$ cat config.mk
export PLATFORM = sky130hd
export DESIGN_NAME = coil_step_driver
export DESIGN_NICKNAME = d
export VERILOG_FILES = /design/src/rtl/coil_step_pkg.sv /design/src/rtl/crown_filter.sv /design/src/rtl/step_divider.sv /design/src/rtl/pulse_shaper.sv /design/src/rtl/coil_step_driver.sv
export SDC_FILE = /design/constraint.sdc
export NUM_CORES = 1
export LEC_CHECK = 0
export ABC_AREA = 1
export BUFFER_PORTS_ARGS = -buffer_cell sky130_fd_sc_hd__buf_2
export CELL_PAD_IN_SITES_DETAIL_PLACEMENT = 0
export CELL_PAD_IN_SITES_GLOBAL_PLACEMENT = 2
export CORE_ASPECT_RATIO = 0.6
export CORE_MARGIN = 2
export CORE_UTILIZATION = 34
export DETAILED_ROUTE_END_ITERATION = 12
export PLACE_DENSITY_LB_ADDON = 0.1
export SKIP_LAST_GASP = 1
export SLEW_MARGIN = 0
export SYNTH_ARGS = -nofsm -noshare
export SYNTH_HDL_FRONTEND = slang
export SYNTH_SLANG_ARGS = --single-unit
$ cat constraint.sdc
create_clock -name clk -period 1.7 [get_ports clk]
set_input_delay 0.085 -clock clk [delete_from_list [all_inputs] [get_ports clk]]
set_output_delay 0.085 -clock clk [all_outputs]
set_load 0.005 [all_outputs]
$ cat src/rtl/coil_step_pkg.sv
package coil_step_pkg;

  typedef enum logic {
    SIDE_A = 1'b0,
    SIDE_B = 1'b1
  } coil_side_e;

  function automatic coil_side_e other_side(input coil_side_e s);
    return (s == SIDE_A) ? SIDE_B : SIDE_A;
  endfunction

endpackage

$ cat src/rtl/crown_filter.sv
module crown_filter #(
  parameter int unsigned STABLE_CYCLES = 66
) (
  input  logic clk,
  input  logic rst_n,
  input  logic raw_in,
  output logic level_out
);
  localparam int unsigned CW = $clog2(STABLE_CYCLES + 1);
  localparam logic [CW-1:0] LAST = CW'(STABLE_CYCLES - 1);

  logic [1:0]    sync_q;
  logic [CW-1:0] run_q;
  logic          level_q;

  always_ff @(posedge clk or negedge rst_n) begin
    if (!rst_n) begin
      sync_q  <= 2'b00;
      run_q   <= '0;
      level_q <= 1'b0;
    end else begin
      sync_q <= {sync_q[0], raw_in};
      if (sync_q[1] != level_q) begin
        if (run_q == LAST) begin
          level_q <= sync_q[1];
          run_q   <= '0;
        end else begin
          run_q <= run_q + 1'b1;
        end
      end else begin
        run_q <= '0;
      end
    end
  end

  assign level_out = level_q;
endmodule

$ cat src/rtl/step_divider.sv
module step_divider #(
  parameter int unsigned STAGES    = 15,
  parameter int unsigned FAST_SKIP = 6
) (
  input  logic clk,
  input  logic rst_n,
  input  logic clear,
  input  logic fast,
  output logic tick
);
  localparam int unsigned LOW = STAGES - FAST_SKIP;

  logic [STAGES-1:0] count_q;

  always_ff @(posedge clk or negedge rst_n) begin
    if (!rst_n) begin
      count_q <= '0;
    end else if (clear) begin
      count_q <= '0;
    end else begin
      count_q <= count_q + 1'b1;
    end
  end

  generate
    if (FAST_SKIP == 0) begin : g_no_fast
      assign tick = (&count_q) & ~clear;
    end else begin : g_fast
      logic full_tc;
      logic low_tc;
      assign full_tc = &count_q;
      assign low_tc  = &count_q[LOW-1:0];
      assign tick    = (fast ? low_tc : full_tc) & ~clear;
    end
  endgenerate
endmodule

$ cat src/rtl/pulse_shaper.sv
module pulse_shaper
  import coil_step_pkg::*;
#(
  parameter int unsigned WIDTH_CYCLES = 256
) (
  input  logic       clk,
  input  logic       rst_n,
  input  logic       clear,
  input  logic       tick,
  output logic       active,
  output coil_side_e side
);
  localparam int unsigned WW = $clog2(WIDTH_CYCLES);
  localparam logic [WW-1:0] WLAST = WW'(WIDTH_CYCLES - 1);

  logic [WW-1:0] width_q;
  logic          active_q;
  coil_side_e    cur_q;
  coil_side_e    next_q;

  always_ff @(posedge clk or negedge rst_n) begin
    if (!rst_n) begin
      width_q  <= '0;
      active_q <= 1'b0;
      cur_q    <= SIDE_A;
      next_q   <= SIDE_A;
    end else if (clear) begin
      width_q  <= '0;
      active_q <= 1'b0;
      cur_q    <= SIDE_A;
      next_q   <= SIDE_A;
    end else if (!active_q) begin
      if (tick) begin
        active_q <= 1'b1;
        width_q  <= '0;
        cur_q    <= next_q;
        next_q   <= other_side(next_q);
      end
    end else if (width_q == WLAST) begin
      active_q <= 1'b0;
      width_q  <= '0;
    end else begin
      width_q <= width_q + 1'b1;
    end
  end

  assign active = active_q;
  assign side   = cur_q;
endmodule

$ cat src/rtl/coil_step_driver.sv
module coil_step_driver
  import coil_step_pkg::*;
#(
  parameter int unsigned DIV_STAGES   = 15,
  parameter int unsigned FAST_SKIP    = 6,
  parameter int unsigned PULSE_CYCLES = 256,
  parameter int unsigned CROWN_STABLE = 66
) (
  input  logic clk,
  input  logic rst_n,
  input  logic crown_in,
  input  logic fast_mode,
  output logic coil_a,
  output logic coil_b
);
  logic       held;
  logic       tick;
  logic       active;
  coil_side_e side;

  crown_filter #(.STABLE_CYCLES(CROWN_STABLE)) u_filter (
    .clk       (clk),
    .rst_n     (rst_n),
    .raw_in    (crown_in),
    .level_out (held)
  );

  step_divider #(.STAGES(DIV_STAGES), .FAST_SKIP(FAST_SKIP)) u_div (
    .clk   (clk),
    .rst_n (rst_n),
    .clear (held),
    .fast  (fast_mode),
    .tick  (tick)
  );

  pulse_shaper #(.WIDTH_CYCLES(PULSE_CYCLES)) u_pulse (
    .clk    (clk),
    .rst_n  (rst_n),
    .clear  (held),
    .tick   (tick),
    .active (active),
    .side   (side)
  );

  // Idle level is high on both terminals; a held crown forces idle at once.
  logic drive;
  assign drive  = active & ~held;
  assign coil_a = ~(drive & (side == SIDE_A));
  assign coil_b = ~(drive & (side == SIDE_B));
endmodule

; ---- Word level (Yosys, flattened, before mapping)
; Cells that the tools add are included.
[word_totals]
reg_bits = 36
inputBits = 4
output_inout_bits = 2
wordCells = 48
[op_classes]
addsub = 3
eq_ne = 4
mux = 19
bitwise = 8
n_reduce_logical = 6
[ops]
columns = operator, count
row1 = 8-bit 2-to-1 mux, 4
row2 = 15-bit by 1-bit adder with 15-bit output (second input constant), 1
row3 = 15-bit 2-to-1 mux, 1
row4 = 15-bit AND reduction, 1
row5 = 7-bit 2-to-1 mux, 2
row6 = 1-bit 2-to-1 mux, 12
row7 = 9-bit AND reduction, 1
row8 = 8-bit by 1-bit adder with 8-bit output (second input constant), 1
row9 = 8-bit == test (second input constant), 1
row10 = 7-bit by 1-bit adder with 7-bit output (second input constant), 1
row11 = 7-bit == test (second input constant), 1
row12 = 1-bit AND, 4
row13 = 1-bit NOT, 4
row14 = 2-bit AND reduction, 2
row15 = 3-bit nonzero test, 1
row16 = 2-bit inequality test (second input constant), 1
row17 = 2-bit nonzero test, 1
row18 = 1-bit inequality test, 1

; ---- Depth between registers and ports, before layout
; Gate-level depths: netlist (run 1).
[depth]
ltp_word = 6
mapped_depth = 11
depth_no_buf = 11

; ---- Cells and area by module
; A second synthesis (run 1) with hierarchy kept.
[unflattened]
hier_cells = 240
hier_area_um2 = 1938.1
[modules_own_cells]
columns = module, instances, cells_each, area_each_um2, seq_area_each_um2
row1 = step_divider, 1, 112, 848.3, 375.4
row2 = pulse_shaper, 1, 78, 615.6, 275.3
row3 = crown_filter, 1, 46, 451.7, 250.2
row4 = coil_step_driver, 1, 4, 22.5, 0.0

; ---- Worst setup path after synthesis (run 1)
; No wires, ideal clock.
[synth_timing]
path_kind = reg2reg
start = register u_div.count_q[0]
end = register u_pulse.cur_q, in the netlist u_pulse.side
setup_ps = 117
t_arrival_ps = 1480
t_required_ps = 1583
slack_ps = 103
path_stages_with_launch = 12
path_buffers = 0
period_less_slack_ps = 1597
cell_sequence = dfrtp_1 -> ha_1 -> nand2_1 -> nor2_2 -> nand2_4 -> inv_4 -> ha_1 -> nand2_1 -> o21ai_4 -> nand2_2 -> nand3_1 -> nand2_1
[synth_via]
elab_chain_len = 5
word_cells_on_any_way = 6
classes_between = mux: 1 / bitwise: 1 / reduce/logical: 4
[synth_lines]
columns = element, line
row1 = "start, declared", step_divider.sv:13  ; logic [STAGES-1:0] count_q;
row2 = "start signal, assigned", step_divider.sv:21  ; count_q <= count_q + 1'b1;
row3 = 15-bit AND reduction / 9-bit AND reduction (equally long branches), "step_divider.sv:31, step_divider.sv:32"
row4 = 1-bit 2-to-1 mux *, step_divider.sv:33  ; assign tick = (fast ? low_tc : full_tc) & ~clear;
row5 = 1-bit AND *, step_divider.sv:33
row6 = 2-bit nonzero test (no line) *, n/a
row7 = 2-bit AND reduction (no line) *, n/a
row8 = "end signal, assigned", pulse_shaper.sv:36  ; cur_q <= next_q;
row9 = "end, declared", pulse_shaper.sv:18  ; coil_side_e cur_q;
; Every way passes the cells marked *; elsewhere a longest branch is shown, timed or not.
; A chain may end at the register's enable or synchronous reset.

; ---- Worst setup path in the final report (run 1)
[layout_timing]
start = register u_div.count_q[0]
end = register u_pulse.next_q
[layout_via]
elab_chain_len = 5
word_cells_on_any_way = 6
classes_between = mux: 1 / bitwise: 1 / reduce/logical: 4
[layout_lines]
columns = element, line
row1 = 15-bit AND reduction / 9-bit AND reduction (equally long branches), "step_divider.sv:31, step_divider.sv:32"
row2 = 1-bit 2-to-1 mux *, step_divider.sv:33
row3 = 1-bit AND *, step_divider.sv:33
row4 = 2-bit nonzero test (no line) *, n/a
row5 = 2-bit AND reduction (no line) *, n/a
row6 = "end signal, assigned", pulse_shaper.sv:37  ; next_q <= other_side(next_q);
row7 = "end, declared", pulse_shaper.sv:19  ; coil_side_e next_q;
; Marked as above.

==> results of run 1 <==
[cells by family (layout without fill, tap and decap cells)]
group                    after synthesis  after routing  synth area share (%)
AND/OR/NAND/NOR                      108            108                  29.3
buffers and inverters                 29             49                  6.36
XOR/XNOR                               7              7                  3.35
flip-flops                            36             36                  49.2
adder cells (fa/ha/maj)                5              5                  3.42
AO/OA/AOI/OAI                         27             27                  8.41
[cell usage in the layout, fill, tap and decap left out, types with 5 or more instances in the layout]
cell type  netlist  layout
a21oi_1         10      10
buf_2            1       5
buf_4            1       8
clkbuf_8         0       7
dfrtp_1         36      36
inv_1           26      26
nand2_1         39      38
nand3_1         15      15
nand4_1          6       6
nor2_1          26      26
o21ai_1          9       9
[power by group]
part,leakage (nW),switching (mW),internal (mW)
registers,0.481,0.00810,0.864
clock network,0.0503,0.293,0.361
logic,0.471,0.0281,0.0140
[critical path: stages (launching register included)]
cell and delay, ns:
dfrtp_1 0.35, ha_1 0.16, nand2_1 0.10, nor2_4 0.17
nand2_4 0.07, inv_4 0.05, ha_2 0.18, nand2_4 0.09
o21ai_4 0.09, nand2_2 0.07, nand3_1 0.07, nand2_1 0.05
[final timing paths]
kind / slack (ns) / end
min reg2reg: 0.35 / u_filter.sync_q[1]
max: 0.15 / u_pulse.next_q
min in group asynchronous: 0.38 / u_div.count_q[12]
max in group asynchronous: 1.00 / u_pulse.width_q[6]
max reg2reg: 0.15 / u_pulse.next_q
min: 0.21 / u_pulse.width_q[5]
[sequential cells by signal (all words and copies together), names as in the netlist]
| name | cells |
|---|---|
| u_pulse.next_q | 1 |
| u_pulse.width_q | 8 |
| u_filter.sync_q | 2 |
| u_div.count_q | 15 |
| u_pulse.side | 1 |
| u_filter.level_out | 1 |
| u_filter.run_q | 7 |
| u_pulse.active | 1 |
[timing repair]
item,CTS,global route
resized for setup,2,2
setup endpoints to repair,2,5
setup buffers,0,2
pin swaps,0,1
hold buffers,2,0
hold endpoints to repair,37,0
[layer usage]
layer	vias up	share of wire (%)	global-route usage [%]
met3	5	3.9	4.15
li1	721	-	-
met2	16	35	17.6
met1	659	60	22.1
met5	-	0	0
met4	0	1.2	5.87
[cell type report]
cell class | instances | area [um^2] | share of cell area (%)
Inverter | 27 | 104 | 4.91
Tap cell | 66 | 82.6 | 3.90
Clock buffer | 7 | 96.3 | 4.55
Sequential cell | 36 | 901 | 42.6
Timing Repair Buffer | 15 | 105 | 4.96
Multi-Input combinational cell | 147 | 828 | 39.1
==> flow_metrics.py, run 1 <==
metrics = {
    "worst_hold_path": {
        "holdCritStartpoint": "fast_mode",
        "hold_path.class": "input pin to register",
        "holdPathStages": 4,
    },
    "timing": {
        "holdWs_ns": 0.215,
        "fin_ws_ns": 0.147,
        "tightest_slew_ns": 0.465,
        "finalSetupViolations": 0,
        "min_period_ns": 1.55,
        "fin_skew_ns": 0.00448,
        "fmax_ghz": 0.644,
        "min_period_over_period_pct": 91.4,
        "slew_viol_final": 0,
        "fin_tns_setup_ns": 0,
        "worst_slew_margin_rel_pct": 69.0,
        "hold_viol": 0,
    },
    "power_and_ir_drop": {
        "peakVddDrop_uv": 285,
        "power.leakage_nw": 1.00,
        "power_density_nw_per_um2": 741,
        "power_mw": 1.57,
    },
    "run_status": {
        "outcome": "finished, final reports clean",
    },
    "run": {
        "cap_violations": 0,
    },
    "floorplanning": {
        "die_h_um": 60.8,
        "die_w_um": 98.7,
        "initial_core_util_pct": 35.7,
        "core_area_um2": 5130,
        "die_area_um2": 6010,
        "placement_rows": 20,
        "io_pins": 6,
    },
    "worst_setup_path": {
        "cp.arrival_ns": 1.73,
        "worstPathRequired_ns": 1.87,
        "cp-end-kind": "register",
        "r2r.worst_path.cells": 11,
        "critPathKind": "register to register",
        "critPathLaunchType": "register",
        "crit_fanout": 7,
        "critPathLaunch": "u_div.count_q[0]",
        "timing.rr.start": "u_div.count_q[0]",
    },
    "clock_network": {
        "cts_max_level": 2,
        "clk_pin_slew_ns": 0.07,
        "cts_made_buffers": 5,
        "cts_root_buf": "clkbuf_8",
        "worst_skew_pair.late_latency_ns": 0.28,
        "clock-sinks": 36,
        "cts_tree": "built",
        "clock_path_buffers": 2,
    },
    "synthesis": {
        "seq_area_frac_synth_pct": 49.2,
        "syn_inst": 212,
        "synth_cell_types": 28,
        "syn_nets": 221,
        "yosys_warnings": 0,
        "yosys.area.top_type": "dfrtp_1",
        "yosys.area.top_type_share_pct": 49.2,
        "yosys-top-cells-area": "dfrtp_1 (49%), nand2_1 (8.0%), inv_1 (5.3%), nor2_1 (5.3%), nand3_1 (4.1%)",
        "syn_area_um2": 1830,
        "synth-seq-cells": 36,
        "synth_edf_count": 0,
        "synthArstFlopShare_pct": 100,
        "synth.avg_cell_area_um2": 8.63,
        "yosys_most_used_dff": "dfrtp_1",
        "yosysMostFrequentCell": "nand2_1",
        "synthTopCellsByCount": "nand2_1 (39), dfrtp_1 (36), inv_1 (26), nor2_1 (26), nand3_1 (15)",
    },
    "final_layout": {
        "final_core_util_pct": 41.3,
        "nets": 241,
        "fillers": 501,
        "n_antenna_cell": 0,
        "post_route_cells_drive_above_1_share_pct": 17.7,
        "syn_to_final_growth_pct": 15.7,
        "design_area_um2": 2120,
        "fin_cells": 298,
    },
    "placed_design": {
        "dpl.cell_count": 287,
        "place.detailed.hpwl_um": 2790,
        "numPortBuffers": 5,
        "preCtsSetupSlack_ns": -0.0447,
        "gp_congestion": 0.747,
        "dpl_cell_area_um2": 1970,
    },
    "grt": {
        "grt_util_all_layers_pct": 14.1,
        "grt_max_degree": 37,
        "grt_pass1_wl_um": 6310,
        "grt_pass1_vias": 1289,
        "grt-ovfl-total": 0,
        "antenna_found_initial": 0,
    },
    "route": {
        "drc_errors": 0,
        "via_per_inst": 4.70,
        "wirelength_um": 3700,
        "final_antenna_net_count": 0,
        "drtPass1Iterations": 4,
        "drt_iter0_drc": 63,
        "vias": 1401,
        "wl_per_cell_um": 12.4,
    },
}
No activity file was read; power rests on OpenSTA's default activity.
==> run 2: changes to the inputs <==
GPL_TIMING_DRIVEN = 0   (was unset)
PLACE_DENSITY = 0.8   (was unset)
PLACE_DENSITY_LB_ADDON = unset   (was 0.1)
==> run 2 against run 1 <==
Effect of this change: cell count fell by 1.0%; largest power group unchanged; routed wire length fell by 3.2%; non-clock buffer count fell by 3; worst hold slack got worse by 0.010 ns; combinational power fell by 3%; via count fell by 4.9%; die area did not move.
==> flow_metrics.py, run 2 (synthesized netlist as in run 1, its figures left out) <==
metrics = {
    "power_and_ir_drop": {
        "power_density_nw_per_um2": 713,
        "power.leakage_nw": 0.980,
        "peakVddDrop_uv": 308,
    },
    "timing": {
        "fmax_ghz": 0.629,
        "min_period_over_period_pct": 93.5,
        "worst_slew_margin_rel_pct": 44.8,
        "holdWs_ns": 0.205,
        "tightest_slew_ns": 0.828,
        "finalSetupViolations": 0,
        "fin_tns_setup_ns": 0,
        "min_period_ns": 1.59,
        "slew_viol_final": 0,
        "fin_ws_ns": 0.111,
        "hold_viol": 0,
        "fin_skew_ns": 0.00821,
    },
    "route": {
        "drc_errors": 0,
        "drtPass1Iterations": 4,
        "wl_per_cell_um": 12.1,
        "via_per_inst": 4.52,
        "drt_iter0_drc": 44,
        "vias": 1333,
        "wirelength_um": 3580,
        "final_antenna_net_count": 0,
    },
    "grt": {
        "grt_pass1_vias": 1265,
        "antenna_found_initial": 0,
        "grt_max_degree": 37,
        "grt_pass1_wl_um": 6360,
        "grt_util_all_layers_pct": 13.8,
        "grt-ovfl-total": 0,
    },
    "final_layout": {
        "largestRegisters": "u_div.count_q: 15 flops, u_pulse.width_q: 8 flops, u_filter.run_q: 7 flops",
        "nets": 238,
        "largest_reg_flops": 15,
        "n_antenna_cell": 0,
        "syn_to_final_growth_pct": 14.4,
        "layout_common_cells": "nand2_1 (37), dfrtp_1 (36), inv_1 (26), nor2_1 (26), nand3_1 (15)",
        "layout_commonest_cell": "nand2_1",
        "post_route_cells_drive_above_1_share_pct": 17.0,
        "top_register": "u_div.count_q",
    },
    "worst_setup_path": {
        "worstPathRequired_ns": 1.87,
        "crit_fanout": 6,
        "critPathLaunchType": "register",
        "cp-end-kind": "register",
        "critPathKind": "register to register",
        "cp.arrival_ns": 1.76,
        "r2r_slack_ns": 0.11,
    },
    "clock_network": {
        "cts_made_buffers": 5,
        "worst_skew_pair.late_latency_ns": 0.28,
        "clock_path_buffers": 2,
        "cts_max_level": 2,
        "cts_tree": "built",
        "clk_pin_slew_ns": 0.07,
        "clock-sinks": 36,
        "cts_root_buf": "clkbuf_8",
    },
    "floorplanning": {
        "initial_core_util_pct": 35.7,
        "die_h_um": 60.8,
        "die_w_um": 98.7,
        "core_area_um2": 5130,
        "io_pins": 6,
        "placement_rows": 20,
        "die_area_um2": 6010,
    },
    "placed_design": {
        "preCtsSetupSlack_ns": -0.207,
        "gp_congestion": 0.748,
        "numPortBuffers": 5,
        "place.detailed.hpwl_um": 2510,
    },
    "run": {
        "cap_violations": 0,
    },
    "worst_hold_path": {
        "hold_path.class": "input pin to register",
    },
    "run_status": {
        "outcome": "finished, final reports clean",
    },
}
-- run 2: area by class of cell --
| type | count | area [um^2] |
|---|---|---|
| inverters | 27 | 106 |
| well taps | 66 | 82.6 |
| clock buffers | 6 | 72.6 |
| fillers | 522 | 3040 |
| flip-flops and latches | 36 | 901 |
| clock inverters | 1 | 5.00 |
| plain buffers | 2 | 12.5 |
| multi-input cells | 147 | 833 |
| repair buffers | 10 | 80.1 |
-- run 2: path summary, 6_finish.rpt --
| check | endpoint | depth (start not counted) | startpoint |
|---|---|---|---|
| worst max-delay path | u_pulse.width_q[2] | 10 | u_div.count_q[0] |
| worst min-delay path | u_pulse.active | 5 | fast_mode |
| worst max register to register | u_pulse.width_q[2] | 10 | u_div.count_q[0] |
| worst min register to register | u_filter.sync_q[1] | 0 | u_filter.sync_q[0] |
| max in group asynchronous | u_div.count_q[6] | 2 | rst_n |
| min in group asynchronous | u_pulse.width_q[6] | 2 | rst_n |
-- run 2: power by group --
group          leakage [nW]  total, mW  switching (mW)  internal, mW
clock                0.0410      0.579           0.300         0.279
combinational         0.458     0.0409          0.0283        0.0127
sequential            0.481      0.873         0.00891         0.864
total                 0.980       1.49           0.337          1.16
-- run 2: what timing repair did --
item                       CTS  global route
gates resized for setup      3             4
setup endpoints to repair   11             4
setup buffers                2             1
pin swaps                    1             3
hold buffers                 2             0
hold endpoints to repair    37             0
-- run 2: metrics by stage --
stage          cells  total power, mW  area (um^2)  utilization, %
2_1_floorplan    212            0.901         1830               -
3_3_place_gp     283            0.929         1940            37.8
3_5_place_dp     283            0.928         1940            37.8
4_1_cts          294             1.52         2060            40.2
5_1_grt          295             1.57         2090            40.8
6_report         295             1.49         2090            40.8
-- run 2: routing by layer --
layer / track usage [%] / part of all wire, % / up-vias
met2: 18.3 / 37 / 8
met3: 4.15 / 2.7 / 2
met5: 0 / 0 / -
li1: - / - / 722
met4: 3.52 / 0.53 / 0
met1: 21.6 / 60 / 601
-- run 2: critical path: stages, from the launching register on --
cell and delay [ns]:
dfrtp_1 0.36, ha_2 0.18, nand2_2 0.07, nor2_4 0.14, nand2_4 0.09, inv_6 0.08
ha_2 0.19, nand2_4 0.07, buf_12 0.14, nand4_1 0.09, o21ai_1 0.07
==> run 3: changes to the inputs <==
CORE_UTILIZATION = 33   (was 34)
PLACE_DENSITY = 0.79   (was 0.8)
SYNTH_HIERARCHICAL = 1   (was unset)
==> run 3 against run 2 <==
Effect of this change: the flow now finishes with violations (negative setup slack); utilization increased by 1.2 points; cell area increased by 13%; clock-buffer cell count fell by 1; worst setup slack worse by 0.18 ns.
==> flow_metrics.py, run 3 <==
metrics = {
    "run_status": {
        "outcome": "finished, violations left",
        "violations": "negative setup slack",
    },
    "final_layout": {
        "multi_input_area_um2": 990,
        "layout_commonest_cell": "nand2_1",
        "nets": 274,
        "top_register": "u_div/count_q",
        "fillers": 564,
        "largest_reg_flops": 15,
        "layout_common_cells": "nand2_1 (49), nor2_1 (39), dfrtp_1 (34), inv_1 (27)",
        "n_antenna_cell": 0,
        "post_route_cells_drive_above_1_share_pct": 26.3,
        "regArea_um2": 903,
        "syn_to_final_growth_pct": 21.9,
        "design_area_um2": 2360,
        "largestRegisters": "u_div/count_q: 15 flops, u_pulse/width_q: 8 flops, u_filter/run_q: 7 flops",
    },
    "route": {
        "vias": 1515,
        "final_antenna_net_count": 0,
        "route.met3.wl_um": 117,
        "top_layer_used": "met4",
        "drc_errors": 0,
        "wirelength_um": 3940,
        "wl_met2_um": 1500,
        "drt-met1-wl_um": 2310,
        "drtPass1Iterations": 5,
        "wl_per_cell_um": 11.4,
        "via_per_inst": 4.38,
        "drt_iter0_drc": 57,
    },
    "floorplanning": {
        "initial_core_util_pct": 34.5,
        "die_w_um": 103,
        "placement_rows": 21,
        "die_h_um": 63.4,
        "io_pins": 6,
        "core_area_um2": 5620,
        "die_area_um2": 6520,
    },
    "grt": {
        "grt_pass1_wl_um": 6980,
        "grt-ovfl-total": 0,
        "grt_util_all_layers_pct": 14.0,
        "grt_max_degree": 37,
        "grt_pass1_vias": 1448,
        "antenna_found_initial": 0,
    },
    "timing": {
        "fin_skew_ns": 0.00481,
        "holdWs_ns": 0.352,
        "slew_viol_final": 0,
        "fin_ws_ns": -0.0665,
        "rsz0062_at_grt": "yes",
        "worst_slew_margin_rel_pct": 45.2,
        "min_period_over_period_pct": 104,
        "hold_viol": 0,
        "tightest_slew_ns": 0.822,
        "min_period_ns": 1.77,
        "fmax_ghz": 0.566,
        "finalSetupViolations": 5,
    },
    "synthesis": {
        "synthTopCellsByCount": "nand2_1 (53), nor2_1 (42), dfrtp_1 (36), inv_1 (29), nand3_1 (13)",
        "synth.avg_cell_area_um2": 8.08,
        "yosys_warnings": 6,
        "synth_edf_count": 0,
        "yosys.area.top_type_share_pct": 46.5,
        "synthArstFlopShare_pct": 100,
        "synth-seq-cells": 36,
        "syn_area_um2": 1940,
        "synth_cell_types": 23,
        "syn_nets": 249,
        "yosys-top-cells-area": "dfrtp_1 (46%), nand2_1 (10%), nor2_1 (8.1%), inv_1 (5.6%), nand3_1 (3.4%)",
        "yosys_most_used_dff": "dfrtp_1",
        "syn_inst": 240,
        "yosysMostFrequentCell": "nand2_1",
        "yosys.area.top_type": "dfrtp_1",
        "seq_area_frac_synth_pct": 46.5,
    },
    "power_and_ir_drop": {
        "power.leakage_nw": 1.14,
        "power_density_nw_per_um2": 706,
        "peakVddDrop_uv": 273,
    },
    "run": {
        "cap_violations": 0,
    },
    "clock_network": {
        "cts_tree": "built",
        "clock_path_buffers": 2,
        "cts_max_level": 2,
        "cts_made_buffers": 5,
        "cts_root_buf": "clkbuf_8",
        "clk_pin_slew_ns": 0.08,
        "clock-sinks": 36,
        "worst_skew_pair.late_latency_ns": 0.28,
    },
    "worst_setup_path": {
        "path_cells": "ha_4 -> nand3_4 -> inv_2 -> nand2_2 -> inv_2 -> ha_4 -> o21ai_2 -> nor2_2 -> nor2_2 -> nand2_4 -> inv_6 -> nand2_4 -> a21oi_2",
        "cp.arrival_ns": 1.98,
        "critPathKind": "register to register",
        "worstPathRequired_ns": 1.92,
        "r2r.worst_path.cells": 13,
        "critPathLaunchType": "register",
        "crit_fanout": 8,
        "cp-end-kind": "register",
        "cp_slowest_cell": "dfrtp_1",
        "max_stage_delay_ns": 0.42,
    },
    "placed_design": {
        "dpl_cell_area_um2": 2090,
        "numPortBuffers": 5,
        "place.detailed.hpwl_um": 2700,
        "gp_congestion": 0.744,
    },
    "worst_hold_path": {
        "holdPathStages": 0,
        "hold_path.class": "register to register",
    },
}
run 3: area by class of cell:
type | instances | share of cell area (%)
well taps | 80 | 4.24
clock buffers | 5 | 2.91
flip-flops and latches | 36 | 38.2
clock inverters | 3 | 1.80
multi-input cells | 171 | 41.9
inverters | 33 | 5.51
repair buffers | 18 | 5.40
run 3: cells by family after synthesis:
| logic type | share of synthesized area, % |
|---|---|
| and+or+nand+nor | 33.7 |
| DFF | 46.5 |
| buffers and inverters | 6.39 |
| AOI/OAI and AO/OA | 7.49 |
| xor gates and xnor gates | 2.71 |
| adders and majority gates | 3.23 |
run 3: what timing repair did:
item / 4_1_cts / 5_1_grt
setup buffers: 8 / 3
setup endpoints to repair: 11 / 10
hold endpoints to repair: 37 / 0
pin swaps: 8 / 8
gates resized for setup: 11 / 9
hold buffers: 2 / 0
run 3: per-layer routing:
metal	global-route usage [%]	vias to the layer above
li1	-	813
met1	22.7	682
met2	17.9	18
met3	3.66	2
met4	3.45	0
met5	0	-
run 3: path summary, 6_finish.rpt:
| path | startpoint | endpoint | slack (ns) |
|---|---|---|---|
| worst max-delay path | u_div/count_q[0] | u_pulse/width_q[6] | -0.07 |
| worst min-delay path | u_filter/sync_q[0] | u_filter/sync_q[1] | 0.35 |
| worst max register to register | u_div/count_q[0] | u_pulse/width_q[6] | -0.07 |
| worst min register to register | u_filter/sync_q[0] | u_filter/sync_q[1] | 0.35 |
| max in group asynchronous | rst_n | u_filter/level_out | 0.70 |
| min in group asynchronous | rst_n | u_div/count_q[14] | 0.42 |
run 3: critical path: cells and delay by family, from the launching register on:
kind	cells	cell delay [ns]
compound gates	2	0.24
fa+ha+maj	2	0.33
buf+inv	3	0.21
flops	1	0.42
simple gates	6	0.51
run 3: stage by stage:
step	util (%)	power, mW	setup WS [ns]	setup TNS, ns	cells
2_1_floorplan	-	0.904	0.00219	0	240
3_3_place_gp	37.2	0.932	-0.391	-2.96	325
3_5_place_dp	37.2	0.931	-0.367	-2.69	325
4_1_cts	41.2	1.70	-0.0745	-0.297	343
5_1_grt	42.0	1.75	-0.209	-1.35	346
6_report	42.0	1.67	-0.0665	-0.178	346
run 3: report_power, final:
group	switching (mW)	leakage, nW	internal, mW
registers	0.00782	0.458	0.864
logic	0.0312	0.632	0.0157
clock network	0.314	0.0541	0.434
total	0.353	1.14	1.31
